--- config.mk ---
export PLATFORM = sky130hd
export DESIGN_NAME = console_scan_seq
export DESIGN_NICKNAME = d
export VERILOG_FILES = /design/src/rtl/ctl_scan_pkg.sv /design/src/rtl/scan_settle_timer.sv /design/src/rtl/scan_seq_fsm.sv /design/src/rtl/scan_snap_regs.sv /design/src/rtl/console_scan_seq.sv
export SDC_FILE = /design/constraint.sdc
export NUM_CORES = 1
export LEC_CHECK = 0
export BUFFER_PORTS_ARGS = -buffer_cell sky130_fd_sc_hd__buf_2
export CAP_MARGIN = 20
export CORE_UTILIZATION = 65
export DETAILED_ROUTE_END_ITERATION = 16
export PLACE_DENSITY = 0.81
export SETUP_SLACK_MARGIN = 0.15
export SLEW_MARGIN = 25
export SYNTH_ARGS = -nofsm -noshare
export SYNTH_HDL_FRONTEND = slang
export SYNTH_SLANG_ARGS = --single-unit
--- constraint.sdc ---
create_clock -name clk -period 2.8 [get_ports clk]
set_input_delay 0 -clock clk [delete_from_list [all_inputs] [get_ports clk]]
set_output_delay 0 -clock clk [all_outputs]
set_load 0.02 [all_outputs]
--- src/rtl/ctl_scan_pkg.sv ---
package ctl_scan_pkg;

    typedef enum logic [1:0] {
        ST_IDLE   = 2'd0,
        ST_SWITCH = 2'd1,
        ST_SETTLE = 2'd2,
        ST_CONV   = 2'd3
    } scan_state_e;

    localparam int DEF_GROUPS   = 4;
    localparam int DEF_POTS     = 16;
    localparam int DEF_DATA_W   = 8;
    localparam int DEF_SETTLE_W = 8;

endpackage

--- src/rtl/scan_settle_timer.sv ---
module scan_settle_timer #(
    parameter int CNT_W = 8
) (
    input  logic             clk,
    input  logic             rst_n,
    input  logic             load_i,
    input  logic [CNT_W-1:0] load_val_i,
    output logic             zero_o
);

    typedef struct packed {
        logic [CNT_W-1:0] cnt;
    } tmr_t;

    tmr_t tmr_d, tmr_q;

    always_comb begin
        tmr_d = tmr_q;
        if (load_i) begin
            tmr_d.cnt = load_val_i;
        end else if (tmr_q.cnt != '0) begin
            tmr_d.cnt = tmr_q.cnt - CNT_W'(1);
        end
    end

    always_ff @(posedge clk or negedge rst_n) begin
        if (!rst_n) tmr_q <= '0;
        else        tmr_q <= tmr_d;
    end

    assign zero_o = (tmr_q.cnt == '0);

    // once expired, the counter rests at zero until reloaded
    assert_settle_rest_R5: assert property (@(posedge clk) disable iff (!rst_n)
        (zero_o && !load_i) |=> zero_o);

    // a load with a nonzero value starts a countdown
    assert_settle_load_R5: assert property (@(posedge clk) disable iff (!rst_n)
        (load_i && load_val_i != '0) |=> !zero_o);

endmodule

--- src/rtl/scan_seq_fsm.sv ---
module scan_seq_fsm
    import ctl_scan_pkg::*;
#(
    parameter int N_GRP   = 4,
    parameter int N_POT   = 16,
    parameter int DATA_W  = 8,
    parameter int ADDR_W  = 5,
    parameter int GSEL_W  = 2,
    parameter int PSEL_W  = 4
) (
    input  logic              clk,
    input  logic              rst_n,
    input  logic              start_i,
    input  logic [DATA_W-1:0] sw_data_i,
    input  logic              adc_done_i,
    input  logic [DATA_W-1:0] adc_data_i,
    input  logic              settle_zero_i,
    output logic              settle_load_o,
    output logic [GSEL_W-1:0] grp_sel_o,
    output logic [PSEL_W-1:0] pot_sel_o,
    output logic              adc_start_o,
    output logic              busy_o,
    output logic              done_o,
    output logic              wr_en_o,
    output logic [ADDR_W-1:0] wr_addr_o,
    output logic [DATA_W-1:0] wr_data_o
);

    localparam logic [ADDR_W-1:0] LAST_GRP_A  = ADDR_W'(N_GRP - 1);
    localparam logic [ADDR_W-1:0] LAST_SLOT_A = ADDR_W'(N_GRP + N_POT - 1);

    typedef struct packed {
        scan_state_e       st;
        logic [ADDR_W-1:0] addr;
        logic [GSEL_W-1:0] gsel;
        logic [PSEL_W-1:0] psel;
        logic              adc_start;
        logic              done;
    } fsm_t;

    fsm_t fsm_d, fsm_q;

    always_comb begin
        fsm_d           = fsm_q;
        fsm_d.adc_start = 1'b0;
        fsm_d.done      = 1'b0;
        settle_load_o   = 1'b0;
        wr_en_o         = 1'b0;
        wr_data_o       = sw_data_i;
        unique case (fsm_q.st)
            ST_IDLE: begin
                if (start_i) begin
                    fsm_d.st   = ST_SWITCH;
                    fsm_d.addr = '0;
                    fsm_d.gsel = '0;
                end
            end
            ST_SWITCH: begin
                wr_en_o    = 1'b1;
                fsm_d.addr = fsm_q.addr + ADDR_W'(1);
                if (fsm_q.addr == LAST_GRP_A) begin
                    fsm_d.st      = ST_SETTLE;
                    fsm_d.psel    = '0;
                    settle_load_o = 1'b1;
                end else begin
                    fsm_d.gsel = fsm_q.gsel + GSEL_W'(1);
                end
            end
            ST_SETTLE: begin
                if (settle_zero_i) begin
                    fsm_d.st        = ST_CONV;
                    fsm_d.adc_start = 1'b1;
                end
            end
            ST_CONV: begin
                if (adc_done_i) begin
                    wr_en_o   = 1'b1;
                    wr_data_o = adc_data_i;
                    if (fsm_q.addr == LAST_SLOT_A) begin
                        fsm_d.st   = ST_IDLE;
                        fsm_d.done = 1'b1;
                    end else begin
                        fsm_d.st      = ST_SETTLE;
                        fsm_d.addr    = fsm_q.addr + ADDR_W'(1);
                        fsm_d.psel    = fsm_q.psel + PSEL_W'(1);
                        settle_load_o = 1'b1;
                    end
                end
            end
            default: fsm_d.st = ST_IDLE;
        endcase
    end

    always_ff @(posedge clk or negedge rst_n) begin
        if (!rst_n) fsm_q <= '{st: ST_IDLE, default: '0};
        else        fsm_q <= fsm_d;
    end

    assign grp_sel_o   = fsm_q.gsel;
    assign pot_sel_o   = fsm_q.psel;
    assign adc_start_o = fsm_q.adc_start;
    assign busy_o      = (fsm_q.st != ST_IDLE);
    assign done_o      = fsm_q.done;
    assign wr_addr_o   = fsm_q.addr;

    // conversion start lasts exactly one cycle
    assert_start_pulse_R6: assert property (@(posedge clk) disable iff (!rst_n)
        adc_start_o |=> !adc_start_o);

    // no conversion is started outside a scan
    assert_idle_quiet_R2: assert property (@(posedge clk) disable iff (!rst_n)
        !busy_o |-> !adc_start_o);

    // the multiplexer select is held while a conversion is pending
    assert_mux_hold_R7: assert property (@(posedge clk) disable iff (!rst_n)
        (fsm_q.st == ST_CONV) |-> $stable(pot_sel_o));

    // completion pulse is single and coincides with idle
    assert_done_pulse_R8: assert property (@(posedge clk) disable iff (!rst_n)
        done_o |-> (!busy_o ##1 !done_o));

    // a scan in progress cannot be restarted
    assert_no_restart_R10: assert property (@(posedge clk) disable iff (!rst_n)
        (busy_o && fsm_q.st != ST_IDLE && fsm_q.addr != '0) |=> (fsm_q.addr != '0 || !busy_o));

endmodule

--- src/rtl/scan_snap_regs.sv ---
module scan_snap_regs #(
    parameter int DEPTH  = 20,
    parameter int ADDR_W = 5,
    parameter int DATA_W = 8
) (
    input  logic              clk,
    input  logic              rst_n,
    input  logic              wr_en_i,
    input  logic [ADDR_W-1:0] wr_addr_i,
    input  logic [DATA_W-1:0] wr_data_i,
    input  logic [ADDR_W-1:0] rd_addr_i,
    output logic [DATA_W-1:0] rd_data_o
);

    localparam logic [ADDR_W-1:0] DEPTH_A = ADDR_W'(DEPTH);

    logic [DATA_W-1:0] mem_d [DEPTH];
    logic [DATA_W-1:0] mem_q [DEPTH];

    for (genvar e = 0; e < DEPTH; e++) begin : g_slot
        always_comb begin
            mem_d[e] = mem_q[e];
            if (wr_en_i && wr_addr_i == ADDR_W'(e)) begin
                mem_d[e] = wr_data_i;
            end
        end

        always_ff @(posedge clk or negedge rst_n) begin
            if (!rst_n) mem_q[e] <= '0;
            else        mem_q[e] <= mem_d[e];
        end
    end

    always_comb begin
        rd_data_o = '0;
        if (rd_addr_i < DEPTH_A) begin
            rd_data_o = mem_q[rd_addr_i];
        end
    end

    // the sequencer only ever writes slots inside the map
    assert_wr_in_map_R4: assert property (@(posedge clk) disable iff (!rst_n)
        wr_en_i |-> (wr_addr_i < DEPTH_A));

    // a slot that is not written keeps its value
    assert_slot_hold_R9: assert property (@(posedge clk) disable iff (!rst_n)
        (!wr_en_i && rd_addr_i < DEPTH_A) |=> (rd_data_o == $past(rd_data_o) || rd_addr_i != $past(rd_addr_i)));

endmodule

--- src/rtl/console_scan_seq.sv ---
module console_scan_seq
    import ctl_scan_pkg::*;
#(
    parameter int N_GRP    = DEF_GROUPS,
    parameter int N_POT    = DEF_POTS,
    parameter int DATA_W   = DEF_DATA_W,
    parameter int SETTLE_W = DEF_SETTLE_W,
    localparam int DEPTH   = N_GRP + N_POT,
    localparam int ADDR_W  = $clog2(DEPTH),
    localparam int GSEL_W  = (N_GRP > 1) ? $clog2(N_GRP) : 1,
    localparam int PSEL_W  = (N_POT > 1) ? $clog2(N_POT) : 1
) (
    input  logic                clk,
    input  logic                rst_n,
    input  logic                start_i,
    input  logic [SETTLE_W-1:0] settle_i,
    output logic [GSEL_W-1:0]   sw_grp_sel_o,
    input  logic [DATA_W-1:0]   sw_data_i,
    output logic [PSEL_W-1:0]   pot_sel_o,
    output logic                adc_start_o,
    input  logic                adc_done_i,
    input  logic [DATA_W-1:0]   adc_data_i,
    output logic                busy_o,
    output logic                done_o,
    input  logic [ADDR_W-1:0]   rd_addr_i,
    output logic [DATA_W-1:0]   rd_data_o
);

    logic              settle_load;
    logic              settle_zero;
    logic              wr_en;
    logic [ADDR_W-1:0] wr_addr;
    logic [DATA_W-1:0] wr_data;

    scan_settle_timer #(
        .CNT_W (SETTLE_W)
    ) settle_i0 (
        .clk        (clk),
        .rst_n      (rst_n),
        .load_i     (settle_load),
        .load_val_i (settle_i),
        .zero_o     (settle_zero)
    );

    scan_seq_fsm #(
        .N_GRP  (N_GRP),
        .N_POT  (N_POT),
        .DATA_W (DATA_W),
        .ADDR_W (ADDR_W),
        .GSEL_W (GSEL_W),
        .PSEL_W (PSEL_W)
    ) fsm_i0 (
        .clk           (clk),
        .rst_n         (rst_n),
        .start_i       (start_i),
        .sw_data_i     (sw_data_i),
        .adc_done_i    (adc_done_i),
        .adc_data_i    (adc_data_i),
        .settle_zero_i (settle_zero),
        .settle_load_o (settle_load),
        .grp_sel_o     (sw_grp_sel_o),
        .pot_sel_o     (pot_sel_o),
        .adc_start_o   (adc_start_o),
        .busy_o        (busy_o),
        .done_o        (done_o),
        .wr_en_o       (wr_en),
        .wr_addr_o     (wr_addr),
        .wr_data_o     (wr_data)
    );

    scan_snap_regs #(
        .DEPTH  (DEPTH),
        .ADDR_W (ADDR_W),
        .DATA_W (DATA_W)
    ) regs_i0 (
        .clk       (clk),
        .rst_n     (rst_n),
        .wr_en_i   (wr_en),
        .wr_addr_i (wr_addr),
        .wr_data_i (wr_data),
        .rd_addr_i (rd_addr_i),
        .rd_data_o (rd_data_o)
    );

endmodule

---- After elaboration in Yosys (flattened, before gate mapping) ----
Index checks and enable logic that the tools add are counted.
operators by class
  muxes and demuxes ....................... 33
  add/subtract/negate cells ............... 4
  reduce and logical (&&, ||, !) cells .... 33
  order comparisons ....................... 2
  bitwise gates (word level) .............. 1
  equality and inequality tests ........... 28
operators with widths
  cell                                                                number
  8-bit two-way mux                                                   7
  8-bit binary-select mux with 5-bit select                           1
  5-bit by 4-bit == test with 1-bit output, second input constant     8
  5-bit by 3-bit == test with 1-bit output, second input constant     4
  5-bit == test, second input constant                                4
  1-bit logical AND                                                   20
  5-bit one-hot mux with 3 select lines                               1
  4-bit two-way mux                                                   3
  4-bit AND reduction                                                 3
  5-bit by 2-bit == test with 1-bit output, second input constant     2
  1-bit two-way mux                                                   9
  9-bit two-way mux                                                   1
  8-bit logical NOT                                                   1
  2-bit two-way mux                                                   4
  2-bit inequality test, second input constant                        4
  2-bit one-hot mux with 4 select lines                               1
  4-bit one-hot mux with 2 select lines                               1
  2-bit nonzero test                                                  4
  8-bit nonzero test                                                  1
  8-bit by 1-bit subtractor with 8-bit output, second input constant  1
  7-bit two-way mux                                                   1
  6-bit >= comparator, second input constant                          1
  5-bit NOT with 6-bit output                                         1
  5-bit by 1-bit adder with 5-bit output, second input constant       1
  other kinds (14)                                                    17
storage, ports and cells
  logic and storage cells ................. 128
  input bits .............................. 33
  register bits after elaboration ......... 183
  output and inout port bits .............. 17

---- Logic depth before layout (Yosys ltp) ----
  depth after elaboration ................. 5
  gate-level depth with buffers ........... 7
  gate-level depth less buffers ........... 6

---- By module ----
From an unflattened synthesis, not the netlist that was laid out.
second synthesis, totals
  cell total of the unflattened synthesis .. 638
  area, all modules ....................... 8958.6 µm²
modules (own cells, without submodules)
  module             seq. area each (µm²)  times used  cells an instance  area each (µm²)
  scan_snap_regs     4003.8                1           464                7433.4
  scan_seq_fsm       375.4                 1           120                1048.5
  scan_settle_timer  200.2                 1           54                 476.7

---- Worst setup path after synthesis ----
Ideal clock, no wire load.
  path kind ............................... reg2reg
  start ................................... register fsm_i0.fsm_q (netlist bit fsm_i0.wr_addr_o[0])
  end ..................................... register fsm_i0.fsm_q (netlist bit fsm_i0.pot_sel_o[3])
  required time ........................... 2723 ps
  stages on the path, launching flop included .. 7
  clock period less this slack ............ 1791 ps
  setup slack ............................. 1009 ps
  arrival ................................. 1714 ps
  buffers on the path ..................... 1
  cell sequence ........................... dfrtp_1 ha_1 nor4b_4 a2bb2oi_1 buf_6 or3_1 a21oi_1
on the way
  longest elaborated chain between the ends .. 3
  elaborated cells between the ends (all ways) .. 5
ends and longest elaborated chain
  item                                                                                                        line                                    source
  start: declaration                                                                                          scan_seq_fsm.sv:41                      fsm_t fsm_d, fsm_q;
  start signal: assignment                                                                                    scan_seq_fsm.sv:96                      else fsm_q <= fsm_d;
  5-bit == test or 5-bit by 2-bit == test with 1-bit output (tied branches)                                   scan_seq_fsm.sv:79, scan_seq_fsm.sv:61
  2-bit inequality test (no source line) or 2-bit by 1-bit inequality test with 1-bit output (tied branches)  --
  4-bit AND reduction (no source line) *                                                                      --
Every way passes the cells marked *; elsewhere a longest branch is shown, timed or not.
A chain may end at the register's enable or synchronous reset.

---- Final worst setup path ----
  start ................................... register fsm_i0.fsm_q (netlist bit fsm_i0.wr_addr_o[0])
  end ..................................... register settle_i0.tmr_q[4] in the netlist's numbering
on the way
  longest elaborated chain between the ends .. 5
  elaborated cells between the ends (all ways) .. 8
ends and longest elaborated chain
  item                                                     line                     source
  5-bit == test                                            scan_seq_fsm.sv:79       if (fsm_q.addr == LAST_SLOT_A) begin
  1-bit two-way mux                                        scan_seq_fsm.sv:79
  1-bit two-way mux                                        scan_seq_fsm.sv:76       if (adc_done_i) begin
  1-bit one-hot mux with 2 select lines *                  scan_seq_fsm.sv:50       unique case (fsm_q.st)
  8-bit two-way mux or 2-bit nonzero test (tied branches)  --
  end signal: assignment                                   scan_settle_timer.sv:28  else tmr_q <= tmr_d;
  end: declaration                                         scan_settle_timer.sv:15  tmr_t tmr_d, tmr_q;
Marked as above.

==> flow_summary.rst <==
.. list-table::
   :header-rows: 1

   * - Metric
     - Value
   * - Status
     - finished clean
   * - Clk pin slew, worst setup/hold paths
     - 60 ps
   * - Number of antenna violations at the first check in global routing
     - 0
   * - Count of fill cells added during filler insertion
     - around 820
   * - Routed wire per std cell
     - 19.2 µm
   * - Part of the cycle the worst path needs
     - 0.816
   * - Number of design-rule violations left by the first detailed-router iteration
     - about 590
   * - Path depth of the worst reg2reg path
     - 5
   * - Pin count of the biggest net entering global routing
     - between 60 and 70
   * - Relative slew margins
     - 0.484
   * - Number of standard cells after synthesis
     - about 880
   * - Type of element launching the critical path
     - flip-flop
   * - Number of setup buffers added after CTS
     - 0
   * - Post-synthesis sequential element count
     - between 150 and 200
   * - Routed Wire Length
     - 21,100 µm
   * - Worst hold path cell count
     - 4
   * - Peak supply drop
     - 0.610 mV
   * - DRT Pass-1 Iters
     - 5
   * - Number of library cell types mapped by synthesis
     - 46
   * - Die H
     - around 120 µm
   * - Cell with the most instances after synthesis
     - dfrtp_1
   * - Biggest area consumer among synthesized cells
     - dfrtp_1
   * - Number of max-cap violations
     - 0
   * - Half-perimeter wire length of the detailed placement result
     - 13,600 µm
   * - First-pass GRT wire length
     - roughly 34,000 µm
   * - Kind of end point of the critical path
     - flip-flop
   * - Total chip power
     - 9.24 mW
   * - Number of max-slew violations in the final report
     - 0
   * - Async S/R FF share, synth
     - 1.00
   * - Critical path's largest stage delay
     - between 600 and 700 ps
   * - Remaining DRCs
     - 0
   * - Area share of the largest cell type after synthesis
     - 0.527
   * - Post-Synthesis Mean Instance Area
     - slightly below 10 µm²
   * - RR Endpoint
     - settle_i0.tmr_q[4]
   * - Final worst path period need
     - around 2300 ps
   * - Start-to-end type of the worst setup path
     - reg -> reg
   * - Number of buffers inserted for hold repair after clock tree synthesis
     - 10
   * - Total of endpoints with negative setup slack in the final report
     - 0
   * - GRT Resource Usage Total
     - 0.323
   * - Worst-case setup slack after placement
     - 624 ps
   * - Final sum of negative setup slack
     - 0 ps
   * - Worst Min Path Start
     - adc_data_i[2]
   * - Std-Cell Rows
     - 41
   * - Sequential Area
     - around 4600 µm²
   * - H-tree levels
     - 4
   * - Maximum clock frequency
     - 438 MHz
   * - Routability cong.
     - 0.850
   * - Buffer cell driving the clock tree root
     - clkbuf_16
   * - Num CTS Buffers
     - 17
   * - Fin cells
     - approximately 1.1k
   * - Overflow after GRT
     - 0
   * - Register area share after synthesis
     - 0.527
   * - Leak
     - 4.88 nW
   * - Post-route ant nets
     - 0
   * - Setup WS post-layout
     - a little over 500 ps
   * - Width of the die
     - between 100 and 150 µm
   * - Layout cell share with drive strength beyond 1
     - 0.137
   * - Reg-to-reg critical path startpoint
     - fsm_i0.wr_addr_o[0]
   * - TritonCTS clock tree
     - done
   * - Layout overhead on the synthesized area
     - 12.9%
   * - Core Area
     - 12,800 µm²
   * - Ports
     - 50
   * - Layout Skew
     - 7.67 ps
   * - Cell Area, Synth
     - a little under 9000 µm²
   * - Post-Synthesis Net Count
     - between 900 and 1k
   * - Worst reg-to-reg setup slack
     - approximately 500 ps
   * - Die Footprint
     - approximately 14,000 µm²
   * - Final-stage net count
     - approximately 960
   * - Slew @ Worst Pin
     - 770 ps
   * - Post-synth top cells
     - 183 x dfrtp_1, 170 x nand2_1, 146 x o21ai_0, 98 x mux2i_1, 41 x clkbuf_1
   * - Clk_lat worst skew
     - between 400 and 500 ps
   * - Worst hold path type
     - in -> reg
   * - Via count of the routed design
     - approximately 6.8k
   * - Number of buffer cells added on primary ports
     - 49
   * - Hold Path End
     - regs_i0.mem_q[26]
   * - Effective utilization at floorplan
     - 0.677
   * - Required time of the critical path
     - 3140 ps
   * - Cell breakdown of the critical path
     - ha_1, and4bb_2, a2bb2oi_1, nand2b_1, o21ai_0
   * - Non-Filler Cell Area, Final
     - 9810 µm²
   * - Bufs on Longest Clock Path
     - 2
   * - Slowest cell on the critical path
     - a2bb2oi_1
   * - Number of global-route vias before repair
     - between 6k and 7k
   * - Data arrival time of the critical path
     - approximately 2600 ps
   * - Post-place instance area
     - around 9100 µm²
   * - Most used DFF post-synth
     - dfrtp_1
   * - Ant diodes
     - 0
   * - Number of cells upsized or downsized after cts
     - 0
   * - Post-placement cell count
     - 1,059
   * - Multi-input logic area
     - ~3700 µm²
   * - PD cells
     - 942 nW/µm²
   * - Clock sink total
     - 183
   * - Detail-routed via count per cell
     - between 6 and 7
   * - Ys Warns
     - 0
   * - Number of flops mapped to enable cells by yosys
     - 0
   * - Largest cells by area after synthesis
     - dfrtp_1 53%, mux2i_1 11%, o21ai_0 8.4%
   * - RSZ-0062 raised after global routing
     - false
   * - Hold Vio Cnt, Final
     - 0
   * - Max FO, Critical Path
     - 11
==> state kept, by name, indices dropped and copies added, names as in the netlist <==
name and flops:
regs_i0.mem_q 160, settle_i0.tmr_q 8, fsm_i0.wr_addr_o 5, fsm_i0.pot_sel_o 4, fsm_i0.fsm_q 2, fsm_i0.grp_sel_o 2, fsm_i0.adc_start_o 1, fsm_i0.done_o 1
==> placed cells by master (no fill, tap or decap), types with 4 or more instances in the layout <==
cell / Yosys / routed
a21o_1: 4 / 4
a21oi_1: 24 / 24
a22oi_1: 17 / 17
a31oi_1: 4 / 4
buf_2: 15 / 47
buf_4: 6 / 30
clkbuf_1: 41 / 4
clkbuf_16: 0 / 17
dfrtp_1: 183 / 183
dlygate4sd3_1: 0 / 10
ha_1: 8 / 8
inv_1: 34 / 34
mux2i_1: 98 / 98
mux4_2: 8 / 8
nand2_1: 170 / 170
nand2b_1: 4 / 4
nand3_1: 29 / 29
nand4_1: 14 / 14
nor2_1: 12 / 12
nor2b_1: 10 / 10
o21ai_0: 146 / 146
xnor2_1: 5 / 5
==> logic make-up (layout without fill, tap and decap cells) <==
logic type / Yosys count / in the layout / synth area share
buffers and inverters: 102 / 155 / 0.0497
and+or+nand+nor: 263 / 263 / 0.141
adders and majority gates: 8 / 8 / 0.0115
DFF: 183 / 183 / 0.527
AOI/OAI and AO/OA: 205 / 205 / 0.128
xor gates and xnor gates: 6 / 6 / 0.00605
muxes: 108 / 108 / 0.137
==> critical path: cells and delay by family, from the launching register on <==
family                   cells  cell delay [ps]
flip-flops                   1              440
AND/OR/NAND/NOR              2              560
AO/OA/AOI/OAI                2              910
adder cells (fa/ha/maj)      1              290
==> report_power, final <==
| group | total, mW | leakage (nW) | switching [mW] | internal [mW] |
|---|---|---|---|---|
| clock network | 2.44 | 0.287 | 0.970 | 1.47 |
| logic | 2.53 | 2.25 | 1.50 | 1.03 |
| registers | 4.26 | 2.34 | 0.669 | 3.59 |
==> stage by stage <==
step | hold WS (ps) | utilization
2_1_floorplan | -296 | -
3_3_place_gp | 22.9 | 0.710
3_5_place_dp | 36.4 | 0.710
4_1_cts | 79.1 | 0.765
5_1_grt | 115 | 0.765
6_report | 91.7 | 0.765
==> area by class of cell <==
type                    instances  area share
flip-flops and latches        183       0.467
multi-input cells             590       0.375
repair buffers                 90      0.0624
clock buffers                  24      0.0491
well taps                     172      0.0219
inverters                      34      0.0130
clock inverters                 7      0.0121
==> routing by layer <==
layer	part of all wire	up-vias	track usage	wire, µm
met5	0	-	0	0
met4	0.032	0	0.152	665
met3	0.069	60	0.0712	1460
met2	0.49	274	0.523	10400
met1	0.41	3357	0.414	8580
li1	-	3089	-	-
==> worst max-delay path by stage <==
| stage | from | end | slack, ps |
|---|---|---|---|
| global route | fsm_i0.wr_addr_o[0] | settle_i0.tmr_q[6] | 310 |
| floorplan | fsm_i0.wr_addr_o[0] | fsm_i0.pot_sel_o[3] | 1010 |
| detailed placement | fsm_i0.wr_addr_o[1] | settle_i0.tmr_q[3] | 620 |
| finish | fsm_i0.wr_addr_o[0] | settle_i0.tmr_q[4] | 510 |
| global placement | fsm_i0.wr_addr_o[0] | settle_i0.tmr_q[1] | 740 |
| CTS | fsm_i0.wr_addr_o[0] | settle_i0.tmr_q[3] | 610 |
(Power assumes the default switching activity.)
